==> src/rtl/gpio_edge_pkg.sv <==
package gpio_edge_pkg;

  // Register kinds, in address order (kind index = word address / banks)
  typedef enum logic [2:0] {
    KIND_LEVEL = 3'd0,
    KIND_DIR   = 3'd1,
    KIND_SET   = 3'd2,
    KIND_CLR   = 3'd3,
    KIND_RISE  = 3'd4,
    KIND_FALL  = 3'd5,
    KIND_STAT  = 3'd6,
    KIND_NONE  = 3'd7
  } regKind_e;

  localparam int KIND_COUNT = 7;
  localparam int KIND_W     = 3;

  // Write strobes from the decoder to one bank of the datapath
  typedef struct packed {
    logic wrDir;
    logic wrSet;
    logic wrClr;
    logic wrRise;
    logic wrFall;
    logic wrStat;
  } wrStrobe_t;

endpackage

==> src/rtl/gpio_edge_decode.sv <==
module gpio_edge_decode
  import gpio_edge_pkg::*;
#(
  parameter int BANK_SEL_W = 1,
  parameter int ADDR_W     = 2 + BANK_SEL_W + KIND_W
) (
  input  logic [ADDR_W-1:0]     busAddr,
  input  logic                  busWr,
  output wrStrobe_t             strobes,
  output logic [BANK_SEL_W-1:0] bankSel,
  output regKind_e              rdKind
);

  logic [ADDR_W-3:0] wordIdx;
  logic [KIND_W-1:0] kindRaw;
  logic [1:0]        unusedByteLane;

  assign wordIdx        = busAddr[ADDR_W-1:2];
  assign unusedByteLane = busAddr[1:0];
  assign bankSel        = wordIdx[BANK_SEL_W-1:0];
  assign kindRaw        = wordIdx[ADDR_W-3:BANK_SEL_W];

  always_comb begin
    if (kindRaw < KIND_W'(KIND_COUNT)) rdKind = regKind_e'(kindRaw);
    else                               rdKind = KIND_NONE;
  end

  always_comb begin
    strobes = '0;
    if (busWr) begin
      case (rdKind)
        KIND_DIR:  strobes.wrDir  = 1'b1;
        KIND_SET:  strobes.wrSet  = 1'b1;
        KIND_CLR:  strobes.wrClr  = 1'b1;
        KIND_RISE: strobes.wrRise = 1'b1;
        KIND_FALL: strobes.wrFall = 1'b1;
        KIND_STAT: strobes.wrStat = 1'b1;
        default:   strobes        = '0;
      endcase
    end
  end

endmodule

==> src/rtl/gpio_edge_slice.sv <==
module gpio_edge_slice
  import gpio_edge_pkg::*;
#(
  parameter int BANK_W = 32
) (
  input  logic              clk,
  input  logic              rst_n,
  input  wrStrobe_t         strobes,
  input  logic [BANK_W-1:0] wdata,
  input  logic [BANK_W-1:0] padIn,
  output logic [BANK_W-1:0] outQ,
  output logic [BANK_W-1:0] dirQ,
  output logic [BANK_W-1:0] riseQ,
  output logic [BANK_W-1:0] fallQ,
  output logic [BANK_W-1:0] statQ,
  output logic [BANK_W-1:0] levelQ,
  output logic              anySet
);

  logic [BANK_W-1:0] padSeen;
  logic [BANK_W-1:0] syncA;
  logic [BANK_W-1:0] delayQ;
  logic [BANK_W-1:0] events;
  logic [BANK_W-1:0] clearMask;

  // Output pins observe their own drive, input pins the pad
  assign padSeen = (dirQ & outQ) | (~dirQ & padIn);

  always_ff @(posedge clk or negedge rst_n) begin
    if (!rst_n) begin
      syncA  <= '0;
      levelQ <= '0;
      delayQ <= '0;
    end else begin
      syncA  <= padSeen;
      levelQ <= syncA;
      delayQ <= levelQ;
    end
  end

  assign events    = (riseQ & levelQ & ~delayQ) | (fallQ & ~levelQ & delayQ);
  assign clearMask = strobes.wrStat ? wdata : '0;

  always_ff @(posedge clk or negedge rst_n) begin
    if (!rst_n) begin
      outQ  <= '0;
      dirQ  <= '0;
      riseQ <= '0;
      fallQ <= '0;
      statQ <= '0;
    end else begin
      if (strobes.wrDir)  dirQ  <= wdata;
      if (strobes.wrRise) riseQ <= wdata;
      if (strobes.wrFall) fallQ <= wdata;
      if (strobes.wrSet)       outQ <= outQ | wdata;
      else if (strobes.wrClr)  outQ <= outQ & ~wdata;
      // a fresh event outranks a clear of the same bit
      statQ <= (statQ & ~clearMask) | events;
    end
  end

  assign anySet = |statQ;

endmodule

==> src/rtl/gpio_edge_datapath.sv <==
module gpio_edge_datapath
  import gpio_edge_pkg::*;
#(
  parameter int NUM_BANKS  = 2,
  parameter int BANK_W     = 32,
  parameter int BANK_SEL_W = 1,
  localparam int PINS      = NUM_BANKS * BANK_W
) (
  input  logic                  clk,
  input  logic                  rst_n,
  input  wrStrobe_t             strobes,
  input  logic [BANK_SEL_W-1:0] bankSel,
  input  regKind_e              rdKind,
  input  logic [BANK_W-1:0]     wdata,
  output logic [BANK_W-1:0]     rdata,
  input  logic [PINS-1:0]       pinIn,
  output logic [PINS-1:0]       pinOut,
  output logic [PINS-1:0]       pinOe,
  output logic                  irq
);

  logic [BANK_W-1:0] levelB [NUM_BANKS];
  logic [BANK_W-1:0] dirB   [NUM_BANKS];
  logic [BANK_W-1:0] riseB  [NUM_BANKS];
  logic [BANK_W-1:0] fallB  [NUM_BANKS];
  logic [BANK_W-1:0] statB  [NUM_BANKS];
  logic [NUM_BANKS-1:0] bankAny;

  for (genvar b = 0; b < NUM_BANKS; b++) begin : g_bank
    wrStrobe_t         bankStrobes;
    logic [BANK_W-1:0] outB;

    assign bankStrobes = (bankSel == BANK_SEL_W'(b)) ? strobes : '0;

    gpio_edge_slice #(.BANK_W(BANK_W)) u_slice (
      .clk    (clk),
      .rst_n  (rst_n),
      .strobes(bankStrobes),
      .wdata  (wdata),
      .padIn  (pinIn[b*BANK_W +: BANK_W]),
      .outQ   (outB),
      .dirQ   (dirB[b]),
      .riseQ  (riseB[b]),
      .fallQ  (fallB[b]),
      .statQ  (statB[b]),
      .levelQ (levelB[b]),
      .anySet (bankAny[b])
    );

    assign pinOut[b*BANK_W +: BANK_W] = outB;
    assign pinOe[b*BANK_W +: BANK_W]  = dirB[b];
  end

  always_comb begin
    case (rdKind)
      KIND_LEVEL: rdata = levelB[bankSel];
      KIND_DIR:   rdata = dirB[bankSel];
      KIND_RISE:  rdata = riseB[bankSel];
      KIND_FALL:  rdata = fallB[bankSel];
      KIND_STAT:  rdata = statB[bankSel];
      default:    rdata = '0;
    endcase
  end

  assign irq = |bankAny;

endmodule

==> src/rtl/gpio_edge_ctrl.sv <==
module gpio_edge_ctrl
  import gpio_edge_pkg::*;
#(
  parameter int NUM_BANKS   = 2,
  parameter int BANK_W      = 32,
  localparam int BANK_SEL_W = (NUM_BANKS > 1) ? $clog2(NUM_BANKS) : 1,
  localparam int ADDR_W     = 2 + BANK_SEL_W + KIND_W,
  localparam int PINS       = NUM_BANKS * BANK_W
) (
  input  logic              clk,
  input  logic              rst_n,
  input  logic [ADDR_W-1:0] busAddr,
  input  logic              busWr,
  input  logic [BANK_W-1:0] busWdata,
  output logic [BANK_W-1:0] busRdata,
  input  logic [PINS-1:0]   pinIn,
  output logic [PINS-1:0]   pinOut,
  output logic [PINS-1:0]   pinOe,
  output logic              irq
);

  wrStrobe_t             strobes;
  logic [BANK_SEL_W-1:0] bankSel;
  regKind_e              rdKind;

  gpio_edge_decode #(.BANK_SEL_W(BANK_SEL_W), .ADDR_W(ADDR_W)) u_decode (
    .busAddr(busAddr),
    .busWr  (busWr),
    .strobes(strobes),
    .bankSel(bankSel),
    .rdKind (rdKind)
  );

  gpio_edge_datapath #(
    .NUM_BANKS (NUM_BANKS),
    .BANK_W    (BANK_W),
    .BANK_SEL_W(BANK_SEL_W)
  ) u_datapath (
    .clk    (clk),
    .rst_n  (rst_n),
    .strobes(strobes),
    .bankSel(bankSel),
    .rdKind (rdKind),
    .wdata  (busWdata),
    .rdata  (busRdata),
    .pinIn  (pinIn),
    .pinOut (pinOut),
    .pinOe  (pinOe),
    .irq    (irq)
  );

endmodule

==> config.mk <==
export PLATFORM = sky130hd
export DESIGN_NAME = gpio_edge_ctrl
export DESIGN_NICKNAME = d
export VERILOG_FILES = /design/src/rtl/gpio_edge_pkg.sv /design/src/rtl/gpio_edge_decode.sv /design/src/rtl/gpio_edge_slice.sv /design/src/rtl/gpio_edge_datapath.sv /design/src/rtl/gpio_edge_ctrl.sv
export SDC_FILE = /design/constraint.sdc
export NUM_CORES = 1
export LEC_CHECK = 0
export CAP_MARGIN = 25
export CORE_ASPECT_RATIO = 1.75
export CORE_MARGIN = 2
export CORE_UTILIZATION = 51
export CTS_CLUSTER_DIAMETER = 60
export DETAILED_ROUTE_END_ITERATION = 6
export GPL_ROUTABILITY_DRIVEN = 0
export GPL_TIMING_DRIVEN = 0
export PLACE_DENSITY = 0.77
export SYNTH_ARGS = -nofsm -noshare
export SYNTH_HDL_FRONTEND = slang
export SYNTH_SLANG_ARGS = --single-unit
==> constraint.sdc <==
create_clock -name clk -period 1.5 [get_ports clk]
set_input_delay 0.15 -clock clk [delete_from_list [all_inputs] [get_ports clk]]
set_output_delay 0.15 -clock clk [all_outputs]
set_load 0.1 [all_outputs]
; ---- Yosys cells after proc, flatten, opt, wreduce, memory -nomap -nowiden
; Index checks and enable logic that the tools add are counted.
[totals]
register_bits = 512
latch_bits = 0
ram_bits = 0
rom_bits = 0
in_bits = 105
output_inout_bits = 161
word_cells = 94
memories = 0
[classes]
addsub = 0
mul = 0
n_div = 0
order_cmp = 2
eq_ne = 6
shift = 0
n_mux = 32
bitwise_logic = 34
reduce_logical = 4
[ops]
columns = operator, n
row1 = two-way mux 32 bit, 21
row2 = AND 32 bit, 16
row3 = NOT 32 bit, 9
row4 = OR 32 bit, 8
row5 = case mux 32 bit (5 select lines), 1
row6 = OR reduction 64 bit, 1
row7 = two-way mux 6 bit, 3
row8 = == test 3 bit (second input constant), 3
row9 = == test 3 x 2 -> 1 bit (second input constant), 2
row10 = two-way mux 1 bit, 6
row11 = nonzero test 2 bit, 2
row12 = == test 3 x 1 -> 1 bit (second input constant), 1
row13 = logical NOT 3 bit, 1
row14 = < comparator 3 bit (second input constant), 1
row15 = two-way mux 3 bit, 1
row16 = >= comparator 2 bit (second input constant), 1
row17 = NOT 1 -> 2 bit, 1

; ---- Logic depth before layout (Yosys ltp)
[depth]
word_depth = 10
ltp_mapped = 6

; ---- Hierarchy
; A second synthesis with hierarchy kept.
[hier_totals]
hier_cells = 1633
hier_area_um2 = 21584.5
[modules_own_cells]
columns = mod, n_inst, cells_per_inst, area_each_um2
row1 = gpio_edge_slice, 2, 640, 9411.5
row2 = gpio_edge_datapath, 1, 343, 2671.3
row3 = gpio_edge_decode, 1, 10, 90.1

; ---- Worst setup path before layout
; No wires, ideal clock.
[synth_path]
path_kind = register -> output
startpoint = register u_datapath.g_bank[1].u_slice.dirQ[20]
endpoint = output port busRdata[20]
arrival_ps = 1972
setup_slack_ps = -622
path_stages_with_launch = 4
path_buffers = 0
path_cell_list = dfrtp_1 -> mux2i_1 -> o22ai_1 -> or3_1
[synth_between]
elab_chain_len = 4
[synth_rtl]
columns = element, line
row1 = from (decl), gpio_edge_slice.sv:12  ; output logic [BANK_W-1:0] dirQ,
row2 = from (signal assigned), gpio_edge_slice.sv:52  ; if (strobes.wrDir) dirQ <= wdata;
row3 = two-way mux 32 bit (implied by the code) (3 in a row), gpio_edge_datapath.sv:57  ; KIND_DIR: rdata = dirB[bankSel];
row4 = case mux 32 bit (5 select lines), gpio_edge_datapath.sv:55  ; case (rdKind)
row5 = to (decl), gpio_edge_ctrl.sv:15  ; output logic [BANK_W-1:0] busRdata,
; Every way passes these cells. The select of a mux whose other input is x is not followed.

; ---- Worst setup path after layout
[layout_path]
startpoint = register u_datapath.g_bank[0].u_slice.statQ[0]
endpoint = output port irq
[layout_between]
elab_chain_len = 1
[layout_rtl]
columns = element, line
row1 = from (decl), gpio_edge_slice.sv:15  ; output logic [BANK_W-1:0] statQ,
row2 = from (signal assigned), gpio_edge_slice.sv:58  ; statQ <= (statQ & ~clearMask) | events;
row3 = OR reduction 64 bit, gpio_edge_datapath.sv:65  ; assign irq = |bankAny;
row4 = to (decl), gpio_edge_ctrl.sv:19  ; output logic irq
; Every way passes these cells.

==> results.md <==
* Status: finished with violations
* Violated checks: negative hold slack, negative setup slack
* Clock Tree Buf Depth at 3
* Clock latency on the worst-skew pair at 590 ps
* Area grow syn2layout at 33.2%
* Layout Skew at 23.6 ps
* Post-Syn Instances at ~1,700
* Min-delay worst type: in2async
* Critical path endpoint category: output port
* Power per cell area at between 1500 and 2000 nW/um2
* Net count, final at 2,195
* Synth Area in Compound Gates at 0.0566
* Xor-xnor portion of the synthesized cell area at 0
* Final Hold Viols at 79
* Die Wd at 161 um
* R2R Path Start: u_datapath.g_bank[0].u_slice.dirQ[25]$_DFFE_PN0P_
* Adder-cell share of the synthesized area at 0
* Gr usage total at 0.308
* Final Hold Slack at -476 ps
* Critical Path Start: u_datapath.g_bank[0].u_slice.statQ[0]$_DFF_PN0_
* P_leak at 13.3 nW
* Total congestion overflow at 0
* Routed via count at 16,129
* Post-synthesis sequential area ratio at 0.584
* Worst path arrival time at 2380 ps
* Met1 Wirelength at 24.7 mm
* Starting Density at 0.516
* Post-synth top area share at 0.584
* Post-DP HPWL at 45.2 mm
* IO buf count at between 200 and 250
* H-tree depth at 2
* Met2 wire length at between 30 and 40 mm
* Router iterations before antenna repair at 6
* Core region area at 42,500 um2
* Largest net degree at the start of global routing at 126
* Die height at between 200 and 300 um
* Max frequency at between 0.3 and 0.4 GHz
* Commonest non-fill, non-tap cell in the layout: dfrtp_1
* VDD IR-drop max at about 1.4 mV
* RR Endpoint: u_datapath.g_bank[0].u_slice.syncA[25]$_DFF_PN0_
* Yosys reg bits at around 500
* Drt total wl at 70.9 mm
* Count of final setup violators at between 60 and 70
* Distinct cells, synth at 31
* Syn_area_per_cell at ~13 um2
* Most frequent cells in the layout: dfrtp_1, mux2i_1, mux2_2, nand2_1, buf_4
* Multiplexer share of the synthesized area at 0.244
* Detail Route Antenna Nets at 0
* RSZ-0062 raised after global routing: yes
* Clk sink count at between 500 and 600
* Die Area at 44,800 um2
* Synthesized area at 21,900 um2
* Initial DRC Count at 1,356
* Number of global-route vias before repair at 16,612
* Worst setup SP type: flop
* Slew @ Worst Pin at 801 ps
* Net count after synthesis at 1,830
* Sum Neg Setup Slack at -19,430 ps
* Synth Area in Simple Gates at 0.0793
* CTS buffer count at 46
* DR WL/cell at between 20 and 30 um
* Initial antenna violation count at 3
* Final slew viol count at 0
* Crit path cell chain: nor4_2 -> nand4_1 -> or4_4 -> buf_12
* Ys Warns at 0
* Worst Reg-to-Reg Cells at 3
* Crit-path max FO at 3
* Max Used Layer: met5
* I/O pins at 266
* Tmin final at about 2500 ps
* Share of post-route cells with drive strength above 1 at 0.376
* DR DRC count at 0
* Leading cell types by total area after synthesis: dfrtp_1, mux2i_1, mux2_2
* Crit-path slowest cell: or4_4
* WL met3 at 5.47 mm
* Drt via density at 6.00
* Reg2Reg Setup Slack at between 300 and 400 ps
* Post-route clock period utilization at 1.69
* Slew margin rel. at 0.466
* Clock-pin slew on the worst setup and hold paths at 70 ps
* FP Rows at 100
* First-pass GRT wire length at ~100 mm
* Worst Path Required at 1350 ps
* Root buffer cell: clkbuf_16
* Cell taking the most area after synthesis: dfrtp_1
* CTS tree: done
* Worst Slack Setup Final at -1030 ps
* Main combinational cell family by area after synthesis: multiplexers
* CP Class: reg2out
* Max_cap viols at 0
* Crit-path max cell delay at 590 ps
[cell type report]
class                           count  area [um2]
Fill cell                        2905       13300
Sequential cell                   512       13000
Multi-Input combinational cell   1030        8820
Timing Repair Buffer              320        3920
Clock buffer                       70        1350
Buffer                            116         940
Tap cell                          561         702
Inverter                           64         240
Clock inverter                     15         189
Antenna cell                        2        5.00
[power by group]
part	total, mW	leakage, nW	internal [mW]	switching (mW)
clock	12.2	0.758	6.94	5.29
sequential	20.1	5.76	17.2	2.91
combinational	17.6	6.74	6.57	11.0
total	49.9	13.3	30.7	19.2
[kinds of logic (layout without fill, tap and decap cells)]
logic type | after synthesis | in the layout
DFF | 512 | 512
muxes | 480 | 480
AOI/OAI and AO/OA | 192 | 192
and+or+nand+nor | 358 | 358
buffers and inverters | 183 | 585
other | 0 | 2
[critical path, delay by kind of cell, from the launching register on]
| family | cells | cell delay [ps] |
|---|---|---|
| AND/OR/NAND/NOR | 3 | 1170 |
| flip-flops | 1 | 430 |
| buffers and inverters | 1 | 190 |
[through the flow]
stage	power [mW]	cells	area, um2	worst slack, ps	utilization
global route	51.5	2690	29200	-1050	0.687
CTS	48.0	2624	27900	-950	0.655
detailed placement	35.3	2521	25500	-2280	0.600
global placement	34.9	2517	25400	-24970	0.597
finish	49.9	2690	29200	-1030	0.687
floorplan	30.8	1725	22400	-103	-
[worst max path at each step]
stage               slack (ps)  cells after the start                                                end
floorplan                 -100                      3                                                irq
global placement        -24970                      1  u_datapath.g_bank[1].u_slice.dirQ[23]$_DFFE_PN0P_
detailed placement       -2280                      7                                       busRdata[13]
CTS                       -950                      4                                                irq
global route             -1050                      4                                                irq
finish                   -1030                      4                                                irq
[what timing repair did]
action / 4_1_cts / 5_1_grt
pin swaps: 17 / 17
setup buffers: 16 / 64
endpoints found under the hold margin: 71 / 71
resized for setup: 1221 / 223
cloned: 4 / 1
setup endpoints to repair: 591 / 365
[synthesized netlist by cell type, drive strengths merged]
cell type    n
and4b        1
nor2b        2
a21o        64
nand2b       2
o21ai       32
dfrtp      512
inv         64
or3         33
nor4        16
clkbuf      72
nand2      161
nand4        4
o22ai       96
or4          1
buf         47
mux2i      224
nand3b      34
or3b         2
and2         1
mux2       256
nor2        35
and3b        1
nand3       64
nor4bb       1
[layer usage]
metal	vias up	track usage
met1	8210	0.357
li1	6786	-
met3	278	0.0602
met5	-	0
met4	2	0.204
met2	853	0.520
No activity file was read; power rests on OpenSTA's default activity.
